==> src/rtl/bridge_crc16.sv <==
module bridge_crc16 #(
  parameter logic [15:0] POLY      = 16'hA001,
  parameter logic [15:0] SEED      = 16'h0000,
  parameter logic [15:0] OUT_MASK  = 16'hFFFF,
  parameter logic [7:0]  NO_ADDR   = 8'hFF
) (
  input  logic       clk,
  input  logic       rst_n,
  input  logic       start_i,
  input  logic       in_valid_i,
  output logic       in_ready_o,
  input  logic [2:0] in_tag_i,
  input  logic [7:0] in_data_i,
  input  logic       finish_i,
  output logic       done_o,
  output logic [7:0] crc_lo_o,
  output logic [7:0] crc_hi_o
);

  localparam logic [2:0] TAG_CMD  = 3'd0;
  localparam logic [2:0] TAG_ADDR = 3'd1;
  localparam logic [2:0] TAG_LEN  = 3'd2;
  localparam logic [2:0] TAG_DATA = 3'd3;
  localparam logic [2:0] TAG_LEN2 = 3'd4;

  function automatic logic [15:0] fold(input logic [15:0] c, input logic [7:0] b);
    logic [15:0] r;
    r = c ^ {8'h00, b};
    for (int i = 0; i < 8; i++)
      r = r[0] ? ((r >> 1) ^ POLY) : (r >> 1);
    return r;
  endfunction

  logic [15:0] acc_q, acc_next, res_q;
  logic        done_q, take, counts;

  assign in_ready_o = !done_q;
  assign take       = in_valid_i && in_ready_o && !start_i;

  always_comb begin
    case (in_tag_i)
      TAG_CMD, TAG_LEN, TAG_DATA: counts = 1'b1;
      TAG_ADDR:                   counts = (in_data_i != NO_ADDR);
      TAG_LEN2:                   counts = (in_data_i != 8'h00);
      default:                    counts = 1'b0;
    endcase
  end

  assign acc_next = (take && counts) ? fold(acc_q, in_data_i) : acc_q;

  always_ff @(posedge clk) begin
    if (!rst_n) begin
      acc_q  <= SEED;
      res_q  <= '0;
      done_q <= 1'b0;
    end else begin
      done_q <= 1'b0;
      if (start_i) begin
        acc_q <= SEED;
      end else if (finish_i) begin
        res_q  <= acc_next ^ OUT_MASK;
        done_q <= 1'b1;
        acc_q  <= SEED;
      end else begin
        acc_q <= acc_next;
      end
    end
  end

  assign done_o   = done_q;
  assign crc_lo_o = res_q[7:0];
  assign crc_hi_o = res_q[15:8];

  a_r6_done_single: assert property (@(posedge clk) disable iff (!rst_n)
    done_o |=> !done_o);
  a_r6_done_follows_finish: assert property (@(posedge clk) disable iff (!rst_n)
    (finish_i && !start_i) |=> done_o);
  a_r6_result_holds: assert property (@(posedge clk) disable iff (!rst_n)
    (!finish_i || start_i) |=> $stable({crc_hi_o, crc_lo_o}));
  a_r8_start_clears: assert property (@(posedge clk) disable iff (!rst_n)
    start_i |=> (acc_q == SEED) && !done_o);
  a_r3_marker_skipped: assert property (@(posedge clk) disable iff (!rst_n)
    (in_valid_i && in_ready_o && in_tag_i == TAG_ADDR && in_data_i == NO_ADDR
     && !start_i && !finish_i) |=> $stable(acc_q));
  a_r7_no_take_in_done: assert property (@(posedge clk) disable iff (!rst_n)
    (done_o && !start_i && !finish_i) |=> acc_q == $past(acc_q));

endmodule

==> config.mk <==
export PLATFORM = sky130hd
export DESIGN_NAME = bridge_crc16
export DESIGN_NICKNAME = d
export VERILOG_FILES = /design/src/rtl/bridge_crc16.sv
export SDC_FILE = /design/constraint.sdc
export NUM_CORES = 1
export LEC_CHECK = 0
export BUFFER_PORTS_ARGS = -buffer_cell sky130_fd_sc_hd__buf_4
export CAP_MARGIN = 20
export CORE_UTILIZATION = 45
export CTS_BUF_LIST = sky130_fd_sc_hd__clkbuf_4 sky130_fd_sc_hd__clkbuf_8 sky130_fd_sc_hd__clkbuf_16
export DETAILED_ROUTE_END_ITERATION = 10
export GPL_TIMING_DRIVEN = 0
export PLACE_DENSITY = 0.67
export SYNTH_ARGS = -nofsm -noshare
export SYNTH_HDL_FRONTEND = slang
export SYNTH_SLANG_ARGS = --single-unit
==> constraint.sdc <==
create_clock -name clk -period 2.8 [get_ports clk]
set_input_delay 0.28 -clock clk [delete_from_list [all_inputs] [get_ports clk]]
set_output_delay 0.28 -clock clk [all_outputs]
set_load 0.005 [all_outputs]
==> results of run 1 <==
-- through the flow --
step                setup slack (ps)  hold WS (ps)  instance area, um^2
floorplan                       1094         415.7                 1546
global placement               665.9         449.8                 1849
detailed placement             674.8         450.5                 1849
CTS                            825.5         222.3                 1938
global route                   741.0         221.6                 1938
finish                         866.0         228.2                 1938
-- worst register-to-register path, stage by stage, from the launching register on --
cell and delay (ps):
dfxtp_1 330, xnor2_1 380, xnor2_1 230, xor2_1 280, xnor3_1 310, o211ai_1 200
a21oi_1 90
-- power by group --
group / total [mW] / switching [mW] / internal (mW)
combinational: 0.187 / 0.0881 / 0.0989
clock: 0.384 / 0.161 / 0.223
sequential: 0.496 / 0.00932 / 0.487
total: 1.07 / 0.258 / 0.809
-- layout by cell type, fill, tap and decap left out, types with 3 or more instances in the layout --
cell type / Yosys / routed
dfxtp_1: 33 / 33
buf_4: 0 / 33
nor2_1: 29 / 29
nand2_1: 17 / 17
mux2i_1: 12 / 12
a21oi_1: 9 / 9
o21ai_0: 8 / 8
xnor2_1: 7 / 7
xnor2_2: 6 / 6
clkbuf_4: 0 / 6
clkbuf_1: 5 / 5
xor2_1: 4 / 4
xnor3_1: 3 / 3
nor3_1: 3 / 3
-- routing by layer --
layer / wire (um) / GRT usage [%]
met5: 0 / 0
met4: 54 / 8.766
met3: 101 / 4.478
met2: 1679 / 36.26
met1: 1419 / 25.94
-- cell type report --
type,count,area (um^2),area share (%)
Inverter,2,7.507,0.3873
Tap cell,44,55.05,2.841
Buffer,8,32.53,1.679
Multi-Input combinational cell,118,845.8,43.64
Timing Repair Buffer,33,247.7,12.78
Clock buffer,7,58.81,3.034
Clock inverter,1,30.03,1.549
Sequential cell,33,660.6,34.09
-- final timing paths --
path                                       startpoint                    end  cells after the start
worst max-delay path                             flop  res_q[0]$_SDFFE_PN0P_                      6
worst min-delay path                            rst_n  res_q[8]$_SDFFE_PN0P_                      3
worst max register to register                   flop  res_q[0]$_SDFFE_PN0P_                      6
worst min register to register  res_q[2]$_SDFFE_PN0P_  res_q[2]$_SDFFE_PN0P_                      2
-- synthesized netlist by cell type (2+ instances only) --
master    instances
nor3_1            3
nor2b_1           2
xnor2_2           6
xnor3_1           3
o21ai_0           8
mux2i_1          12
o21ba_1           2
clkbuf_1          5
buf_2             2
nor4_1            2
xor2_1            4
o211ai_1          2
xor2_2            2
nand2_1          17
nor2_1           29
xnor2_1           7
a21oi_1           9
dfxtp_1          33
-- cells by family after synthesis --
logic type	after synthesis	share of synthesized area, %
AO/OA/AOI/OAI	25	10.11
XOR/XNOR	23	20.79
buffers and inverters	10	2.588
flip-flops	33	42.72
multiplexers	12	7.767
AND/OR/NAND/NOR	58	16.02
==> summary.md, run 1 <==
| Metric | Value |
|---|---|
| Status | complete, no violations |
| Synth Area per Inst | around 9.6 um^2 |
| Register-to-register setup slack | approximately 870 ps |
| Post-synthesis cell area | 1546 um^2 |
| Final hold viol count | 0 |
| First-pass GRT wire length | ~5.5 mm |
| Synth Register Bits | 33 |
| Fin. max-slew vios | 0 |
| Tmin final | 1934 ps |
| Cell count after synthesis | 161 |
| Non-Filler Instances | 246 |
| Vias in the first global route | approximately 1200 |
| Max frequency | 517.1 MHz |
| Clock-pin slew on the worst setup and hold paths | 100 ps |
| Post-synth EDFFs | 0 |
| ANT nets after route | 0 |
| Worst setup SP type | flop |
| Min-delay worst type | primary input to flop |
| Period Utilization, post-route | 69.07% |
| Die X | approximately 61 um |
| Max Root-Sink Buffers | 2 |
| 1st-iter DRT viols | 59 |
| WP buf/inv | 0 |
| Worst Setup End Kind | flop |
| Initial core utilization | 49.05% |
| Slowest stage delay, CP | about 380 ps |
| Post_cts resized | 0 |
| Top cells by area, synth | dfxtp_1 43%, mux2i_1 7.8%, nor2_1 7.0% |
| Critical Path Fanout Max | 3 |
| Die H | 60.62 um |
| Maximum VDD drop | 356.0 uV |
| Worst-Skew Late Latency | between 300 and 400 ps |
| RSZ-0062 raised after global routing | no |
| Synthesized Nets | 177 |
| Number of cell rows | 20 |
| Cell taking the most area after synthesis | dfxtp_1 |
| P_leak | 0.8776 nW |
| Primary FF master, synth | dfxtp_1 |
| Setup TNS Final | 0 ps |
| Area delta synth->final | 25.32% |
| Synth warnings | 0 |
| Crit path cell chain | xnor2_1, xnor2_1, xor2_1, xnor3_1, o211ai_1, a21oi_1 |
| Layout cells sized above 1 | between 20% and 30% |
| Core area | 3153 um^2 |
| Drt pass-1 iters | 4 |
| Worst Path Required | roughly 3000 ps |
| Port Buffers | 33 |
| GRT Total Usage | approximately a fifth |
| Clock root buffer | clkbuf_4 |
| Seq/Total Area, Yosys | 42.72% |
| Post-DP HPWL | about 2.6 mm |
| Crit Path Class | flop to flop |
| Setup violations, final | 0 |
| Maxcap violations | 0 |
| Vias | ~1200 |
| Largest delay contributor family on the critical path | XOR/XNOR gates |
| Post-CTS Hold Fix Bufs | 0 |
| H-tree levels | 2 |
| # DRC | 0 |
| Routed len/inst | about 13 um |
| Antenna violations before repair | 0 |
| Layout fillers | 307 |
| GR Overflow Total | 0 |
| TritonCTS buffer count | 5 |
| Crit path DAT | 2150 ps |
| Pin count of the biggest net entering global routing | 11 |
| Final Skew | between 9 and 10 ps |
| Utilization after layout | between 60 and 70% |
| Ant. Diodes | 0 |
| Power per Cell Area | 550.7 nW/um^2 |
| Drt via density | 4.915 |
| Routed wire length | 3.255 mm |
| Dpl cells | 238 |
| Cell mode on critical path | xnor2_1 |
| Asr flop ratio synth | 0% |
| Worst path slowest cell | xnor2_1 |
| CTS tree | built |
| Gpl congestion | 0.7996 |
| Nets@finish | 217 |
| Area share of the largest cell type after synthesis | 42.72% |
| Total setup buffers inserted after CTS | 0 |
| Io pins | 34 |
| Slew margin rel. | 67.83% |
| Unique masters post-synth | 31 |
| Clock sinks | 33 |
| Power, Total | approximately 1.1 mW |
| Die footprint | 3675 um^2 |
| Worst Tran Pin Value | about 480 ps |
(Power assumes the default switching activity.)
==> inputs of run 2 (changes only) <==
--- a/config.mk
+++ b/config.mk
@@ -5,13 +5,14 @@
 export SDC_FILE = /design/constraint.sdc
 export NUM_CORES = 1
 export LEC_CHECK = 0
+export ABC_AREA = 1
 export BUFFER_PORTS_ARGS = -buffer_cell sky130_fd_sc_hd__buf_4
 export CAP_MARGIN = 20
 export CORE_UTILIZATION = 45
 export CTS_BUF_LIST = sky130_fd_sc_hd__clkbuf_4 sky130_fd_sc_hd__clkbuf_8 sky130_fd_sc_hd__clkbuf_16
 export DETAILED_ROUTE_END_ITERATION = 10
 export GPL_TIMING_DRIVEN = 0
-export PLACE_DENSITY = 0.67
+export PLACE_DENSITY = 0.69
 export SYNTH_ARGS = -nofsm -noshare
 export SYNTH_HDL_FRONTEND = slang
 export SYNTH_SLANG_ARGS = --single-unit
==> constraint.sdc (replaced) <==
create_clock -name clk -period 1.7 [get_ports clk]
set_input_delay 0.17 -clock clk [delete_from_list [all_inputs] [get_ports clk]]
set_output_delay 0.17 -clock clk [all_outputs]
set_load 0.005 [all_outputs]
==> run 2 against run 1 <==
Against the previous run:
- sequential cell count unchanged
- worst hold slack worse by 81 ps
- setup slack worse by 730 ps
- cell count up 39%
- critical path depth up 9
- maximum frequency up 24%
- largest power group unchanged
==> summary.md, run 2 <==
| Metric | Value |
|---|---|
| Status | complete, no violations |
| Area share of the largest cell type after synthesis | 36.79% (-5.9 points) |
| Metal2 WL | 1.661 mm (-1.1%) |
| Switching power | 0.4987 mW (+93%) |
| Number of cell rows | 22 (+10%) |
| Io pins | 34 (unchanged) |
| DRT met1 WL | 1.953 mm (+38%) |
| Switch share | 28.40% (+4.2 points) |
| Most common cell after layout, fill and taps aside | nor2_1 |
| Pint | 1.257 mW (+55%) |
| Cell taking the most area after synthesis | dfxtp_1 |
| Final Skew | 6.222 ps (-3.664 ps) |
| Worst Setup End Kind | flop |
| Hold Slack | 147.4 ps (-80.78 ps) |
| Port Buffers | 33 (unchanged) |
| Routed len/inst | 11.35 um (-14%) |
| Post_cts resized | 0 (unchanged) |
| Seq pwr share | 46.8% (+0.3 points) |
| Period Utilization, post-route | 91.84% (+23 points) |
| PnR worst setup slack | 138.7 ps (-727.3 ps) |
| Worst setup SP type | flop |
| ANT nets after route | 0 (unchanged) |
| Non-Filler Instances | 342 (+39%) |
| GRT Total Usage | 19.82% (-1.4 points) |
| Fin. max-slew vios | 0 (unchanged) |
| Uppermost routed layer | met4 |
| Nets@finish | 309 (+42%) |
| Seq/Total Area, Yosys | 36.79% (-5.9 points) |
| Max Root-Sink Buffers | 2 (unchanged) |
| Drt via density | 4.702 (-4.3%) |
| Layout fillers | 370 (+21%) |
| Area delta synth->final | 23.21% |
| Die footprint | 4246 um^2 (+16%) |
| GR Overflow Total | 0 (unchanged) |
| Max frequency | 640.5 MHz (+24%) |
| Maximum VDD drop | 653.4 uV (+84%) |
| Synthesized Nets | 269 (+52%) |
| Asr flop ratio synth | 0% (unchanged) |
| Tmin final | 1561 ps (-372.7 ps) |
| Dpl cell area | 2103 um^2 (+14%) |
| Count leader, synth | nor2_1 |
| First-pass GRT wire length | 6.341 mm (+15%) |
| Vias | 1608 (+33%) |
| Primary FF master, synth | dfxtp_1 |
| Clock-pin slew on the worst setup and hold paths | 70 ps (-30 ps) |
| Pin count of the biggest net entering global routing | 11 (unchanged) |
| Worst-Skew Late Latency | 290 ps (-50 ps) |
| Crit path DAT | 1750 ps (-400 ps) |
| Die X | 65.17 um (+7.5%) |
| Total setup buffers inserted after CTS | 0 (unchanged) |
| Dpl cells | 334 (+40%) |
| Post-synth EDFFs | 0 (unchanged) |
| Power per Cell Area | 793.9 nW/um^2 (+44%) |
| H-tree levels | 2 (unchanged) |
| Vias in the first global route | 1413 (+16%) |
| Antenna violations before repair | 0 (unchanged) |
| Worst Tran Pin Value | 482.4 ps (-0.07367 ps) |
| Post-synthesis cell area | 1795 um^2 (+16%) |
| Synth Area per Inst | 7.097 um^2 (-26%) |
| Critical Path Fanout Max | 3 (unchanged) |
| Routed wl met3 | 211 um (+110%) |
| Synth warnings | 0 (unchanged) |
| Crit Path Class | flop to flop |
| Unique masters post-synth | 31 (unchanged) |
| Routed wire length | 3.881 mm (+19%) |
| Logic pwr share | 19.5% (+2.0 points) |
| Layout cells sized above 1 | 30.61% (+3.9 points) |
| Power, Total | 1.756 mW (+65%) |
| Drt pass-1 iters | 4 (unchanged) |
| 1st-iter DRT viols | 73 (+24%) |
| Fin area | 2212 um^2 (+14%) |
| Final hold viol count | 0 (unchanged) |
| Clock root buffer | clkbuf_8 |
| P_leak | 1.104 nW (+26%) |
| Initial core utilization | 47.96% (-1.1 points) |
| TritonCTS buffer count | 5 (unchanged) |
| Post-CTS Hold Fix Bufs | 0 (unchanged) |
| Most instantiated cells after synthesis | 54 x nor2_1, 42 x nand2_1, 33 x dfxtp_1 |
| Gpl congestion | 0.8156 (+2.0%) |
| Synth Register Bits | 33 (unchanged) |
| Core area | 3744 um^2 (+19%) |
| Post-DP HPWL | 3.021 mm (+18%) |
| Dpl ws | 110.4 ps (-564.5 ps) |
| Min-delay worst type | primary input to flop |
| Cell count after synthesis | 253 (+57%) |
| Setup violations, final | 0 (unchanged) |
| Clk pwr share | 33.6% (-2.4 points) |
| Top cells by area, synth | dfxtp_1 37%, nor2_1 11%, nand2_1 8.8% |
| # DRC | 0 (unchanged) |
| Die H | 65.17 um (+7.5%) |
| Slew margin rel. | 67.84% (about the same) |
| Most frequent cells in the layout | 54 x nor2_1, 42 x nand2_1, 33 x buf_4, 30 x dfxtp_1, 25 x inv_1 |
| Clock sinks | 33 (unchanged) |
| Worst Path Required | 1890 ps (-1130 ps) |
| Maxcap violations | 0 (unchanged) |
| Ant. Diodes | 0 (unchanged) |
| CTS tree | built |
## run 2: cell count changes after synthesis, sizes merged, moves of 9 or more
cell | previous run | this run
inv | 2 | 32
mux2i | 12 | 2
nand2 | 17 | 60
nand3 | 1 | 10
nor2 | 29 | 54
o21ai | 8 | 32
xnor2 | 14 | 4
## run 2: final timing paths
check	from	to	slack [ps]	cells after the start
worst max-delay path	flop	res_q[14]$_SDFFE_PN0P_	140	15
worst min-delay path	rst_n	res_q[15]$_SDFFE_PN0P_	150	3
worst max register to register	flop	res_q[14]$_SDFFE_PN0P_	140	15
worst min register to register	flop	flop	510	2
## run 2: final cells by class
class                      instances  area [um^2]  share of cell area [%]
multi-input combinational        180        979.7                   44.29
sequential                        33        664.4                   30.03
timing repair buffer              33        247.7                   11.20
inverter                          32        120.1                   5.430
clock buffer                       6        76.32                   3.450
tap                               48        60.06                   2.715
buffer                             8        53.80                   2.432
clock inverter                     2        10.01                  0.4525
## run 2: power groups by stage
| stage | logic [mW] | registers [mW] | clock network [mW] |
|---|---|---|---|
| after floorplan | 0.218 | 0.841 | 0 |
| after global placement | 0.337 | 0.839 | 0 |
| after detailed placement | 0.341 | 0.840 | 0 |
| after CTS | 0.342 | 0.822 | 0.597 |
| after global routing | 0.382 | 0.825 | 0.632 |
| final | 0.343 | 0.823 | 0.591 |
## run 2: kinds of logic (layout without fill, tap and decap cells)
group	after synthesis	in the layout	share of synthesized area, %
flip-flops	33	33	36.79
XOR/XNOR	8	8	5.088
AND/OR/NAND/NOR	132	132	33.80
AO/OA/AOI/OAI	38	38	13.52
buffers and inverters	40	81	9.686
multiplexers	2	2	1.115
## run 2: through the flow
step,util [%],setup TNS [ps]
after floorplan,-,0
after global placement,56.18,0
after detailed placement,56.18,0
after CTS,58.49,0
after global routing,59.09,-14.51
final,59.09,0
## run 2: critical path, stage by stage (launching register included)
cell      delay, ps
dfxtp_1         360
inv_2            60
nand2_1          70
nand2_2          70
nand2_2          70
nand2_2          70
nand2_4          90
nand2_4          60
nand2_4          50
nand2_1          50
nand2_1          80
nand3_1          90
nand3_1         120
o211ai_1        100
nand2_1          90
inv_1            30
## run 2: per-layer routing
layer  up-vias  global-route usage [%]
met3         7                   4.167
met5         -                       0
met1       701                   27.41
li1        865                       -
met2        35                   30.54
met4         0                   6.522
==> inputs of run 3 (changes only) <==
--- a/config.mk
+++ b/config.mk
@@ -12,7 +12,7 @@
 export CTS_BUF_LIST = sky130_fd_sc_hd__clkbuf_4 sky130_fd_sc_hd__clkbuf_8 sky130_fd_sc_hd__clkbuf_16
 export DETAILED_ROUTE_END_ITERATION = 10
 export GPL_TIMING_DRIVEN = 0
-export PLACE_DENSITY = 0.69
+export PLACE_DENSITY = 0.66
 export SYNTH_ARGS = -nofsm -noshare
 export SYNTH_HDL_FRONTEND = slang
 export SYNTH_SLANG_ARGS = --single-unit
==> constraint.sdc (replaced) <==
create_clock -name clk -period 1.6 [get_ports clk]
set_input_delay 0.16 -clock clk [delete_from_list [all_inputs] [get_ports clk]]
set_output_delay 0.16 -clock clk [all_outputs]
set_load 0.005 [all_outputs]
==> run 3 against run 2 <==
Against the previous run:
- cell count increased by 2.3%
- wire length increased by 12%
- clock skew decreased by 2.0 ps
- die area unchanged
- count of clock-buffer cells in the layout increased by 1
- sequential cell count unchanged
- sequential share of layout area decreased by 2.7 points
- critical path depth unchanged
- sequential power increased by 6.2%
- first-iteration DRC count decreased by 25%
- clock power increased by 17%
- critical path type unchanged
- largest power group unchanged
==> summary.md, run 3 (synthesis results as in run 2) <==
| Metric | Value |
|---|---|
| Status | complete, no violations |
| # DRC | 0 (unchanged) |
| Switching power | 0.5726 mW (+15%) |
| Worst Path Required | 1770 ps (-120 ps) |
| H-tree levels | 2 (unchanged) |
| 1st-iter DRT viols | 55 (-25%) |
| Dpl cells | 334 (unchanged) |
| CTS tree | built |
| Drt via density | 4.874 (+3.7%) |
| Non-Filler Instances | 350 (+2.3%) |
| Largest delay contributor family on the critical path | simple AND/OR/NAND/NOR gates |
| Port Buffers | 33 (unchanged) |
| Pint | 1.442 mW (+15%) |
| Die H | 65.17 um (unchanged) |
| TritonCTS buffer count | 5 (unchanged) |
| GRT Total Usage | 21.19% (+1.4 points) |
| ANT nets after route | 0 (unchanged) |
| Most common cell after layout, fill and taps aside | nor2_1 |
| Io pins | 34 (unchanged) |
| RSZ-0062 raised after global routing | yes |
| Seq pwr share | 43.4% (-3.4 points) |
| Area delta synth->final | 35.82% |
| Switch share | 28.43% (+0.029 points) |
| Gpl congestion | 0.8427 (+3.3%) |
| Drt pass-1 iters | 4 (unchanged) |
| Slew margin rel. | 66.27% (-1.6 points) |
| Worst Setup End Kind | flop |
| Sequential Area | 665.6 um^2 (+0.19%) |
| Vias in the first global route | 1442 (+2.1%) |
| Final Skew | 4.189 ps (-2.033 ps) |
| Max frequency | 630.2 MHz (-1.6%) |
| Clk pwr share | 34.4% (+0.8 points) |
| Initial core utilization | 47.96% (unchanged) |
| Layout fillers | 350 (-5.4%) |
| Routed wire length | 4.342 mm (+12%) |
| Maxcap violations | 0 (unchanged) |
| Fin. max-slew vios | 0 (unchanged) |
| Clock sinks | 33 (unchanged) |
| Vias | 1706 (+6.1%) |
| Clock root buffer | clkbuf_8 |
| P_leak | 1.187 nW (+7.5%) |
| Ant. Diodes | 0 (unchanged) |
| First-pass GRT wire length | 6.617 mm (+4.4%) |
| Antenna violations before repair | 0 (unchanged) |
| WP buf/inv | 1 (-1) |
| Die X | 65.17 um (unchanged) |
| Clock-pin slew on the worst setup and hold paths | 70 ps (about the same) |
| GR Overflow Total | 0 (unchanged) |
| Post-DP HPWL | 3.064 mm (+1.4%) |
| Crit path DAT | 1760 ps (about the same) |
| Worst Tran Pin Value | 506.0 ps (+23.56 ps) |
| Multi-input gate area | 1130 um^2 (+15%) |
| Core area | 3744 um^2 (unchanged) |
| Number of cell rows | 22 (unchanged) |
| Min-delay worst type | primary input to flop |
| Routed len/inst | 12.41 um (+9.3%) |
| Maximum VDD drop | 596.4 uV (-8.7%) |
| Setup TNS Final | 0 ps (unchanged) |
| Crit Path Class | flop to flop |
| Logic pwr share | 22.3% (+2.8 points) |
| Max Root-Sink Buffers | 2 (unchanged) |
| Worst path slowest cell | dfxtp_2 |
| Setup violations, final | 0 (unchanged) |
| Power per Cell Area | 826.1 nW/um^2 (+4.1%) |
| Period Utilization, post-route | 99.17% (+7.3 points) |
| Final hold viol count | 0 (unchanged) |
| Tmin final | 1587 ps (+25.39 ps) |
| Slowest stage delay, CP | 350 ps (about the same) |
| Critical Path Fanout Max | 3 (unchanged) |
| Worst-Skew Late Latency | 290 ps (about the same) |
| Layout cells sized above 1 | 41.06% (+10 points) |
| Die footprint | 4246 um^2 (unchanged) |
| Worst setup SP type | flop |
| Crit path cell chain | inv_2, nand2_2, nand2_2, nand2_2, nand2_2, nand2_4, nand2_4, nand2_4, nand2_4, nand2_4, nand3b_4, nand3_4, nand2_2, nand2_1, a21oi_2 |
| Most frequent cells in the layout | 53 x nor2_1, 41 x buf_4, 29 x dfxtp_1, 27 x nand2_1, 26 x nand2_2 |
| Nets@finish | 317 (+2.6%) |
| Pin count of the biggest net entering global routing | 11 (unchanged) |
run 3: cell types whose count changed in the layout (fill, tap and decap cells not counted), sizes merged:
cell,change
buf,+8
clkinv,-1
clkbuf,+1
run 3: metal layers:
metal	GRT usage (%)	up-vias	routed length (um)
li1	-	889	-
met4	9.783	0	159
met2	31.70	50	1958
met1	28.31	754	1990
met3	5.556	13	234
met5	0	-	0
run 3: timing repair:
action | in CTS | in global routing
endpoints found under the setup margin | 1 | 8
buffers inserted | 0 | 8
pin swaps | 0 | 19
hold buffers | 0 | 0
gates resized for setup | 1 | 40
run 3: per-stage QoR:
stage                     instance area (um^2)  hold slack [ps]  worst slack, ps  utilization [%]  total power [mW]
after floorplan                           1795            298.4            186.4                -             1.125
final                                     2439            156.2            13.29            65.14             2.014
after detailed placement                  2103            445.2          0.01621            56.18             1.256
after global placement                    2103            436.1           -2.266            56.18             1.252
after CTS                                 2206            144.4            11.53            58.92             1.948
after global routing                      2439            155.6           -89.19            65.14             2.122
run 3: final timing paths:
path	from	endpoint	slack, ps	cells after the start
setup / recovery	flop	res_q[0]$_SDFFE_PN0P_	10	15
setup reg to reg	flop	res_q[0]$_SDFFE_PN0P_	10	15
hold reg to reg	flop	flop	520	2
hold / removal	rst_n	res_q[15]$_SDFFE_PN0P_	160	3
run 3: area by class of cell:
type	count	area share, %
timing repair buffer	41	12.62
clock buffer	7	3.951
sequential	33	27.30
tap	48	2.463
buffer	8	2.206
multi-input combinational	180	46.33
inverter	32	4.926
clock inverter	1	0.2052
run 3: power groups by stage:
stage               clock network [mW]  registers (mW)  logic, mW
floorplan                            0           0.894      0.231
global placement                     0           0.892      0.360
detailed placement                   0           0.892      0.364
CTS                              0.708           0.873      0.366
global route                     0.755           0.877      0.490
finish                           0.692           0.874      0.448
run 3: worst reg2reg max path: stages, from the launching register on:
cell      delay, ps
dfxtp_2         350
inv_2            50
nand2_2          50
nand2_2          80
nand2_2          80
nand2_2          80
nand2_4         120
nand2_4          70
nand2_4         100
nand2_4          70
nand2_4          70
nand3b_4        100
nand3_4          80
nand2_2          50
nand2_1          80
a21oi_2          50
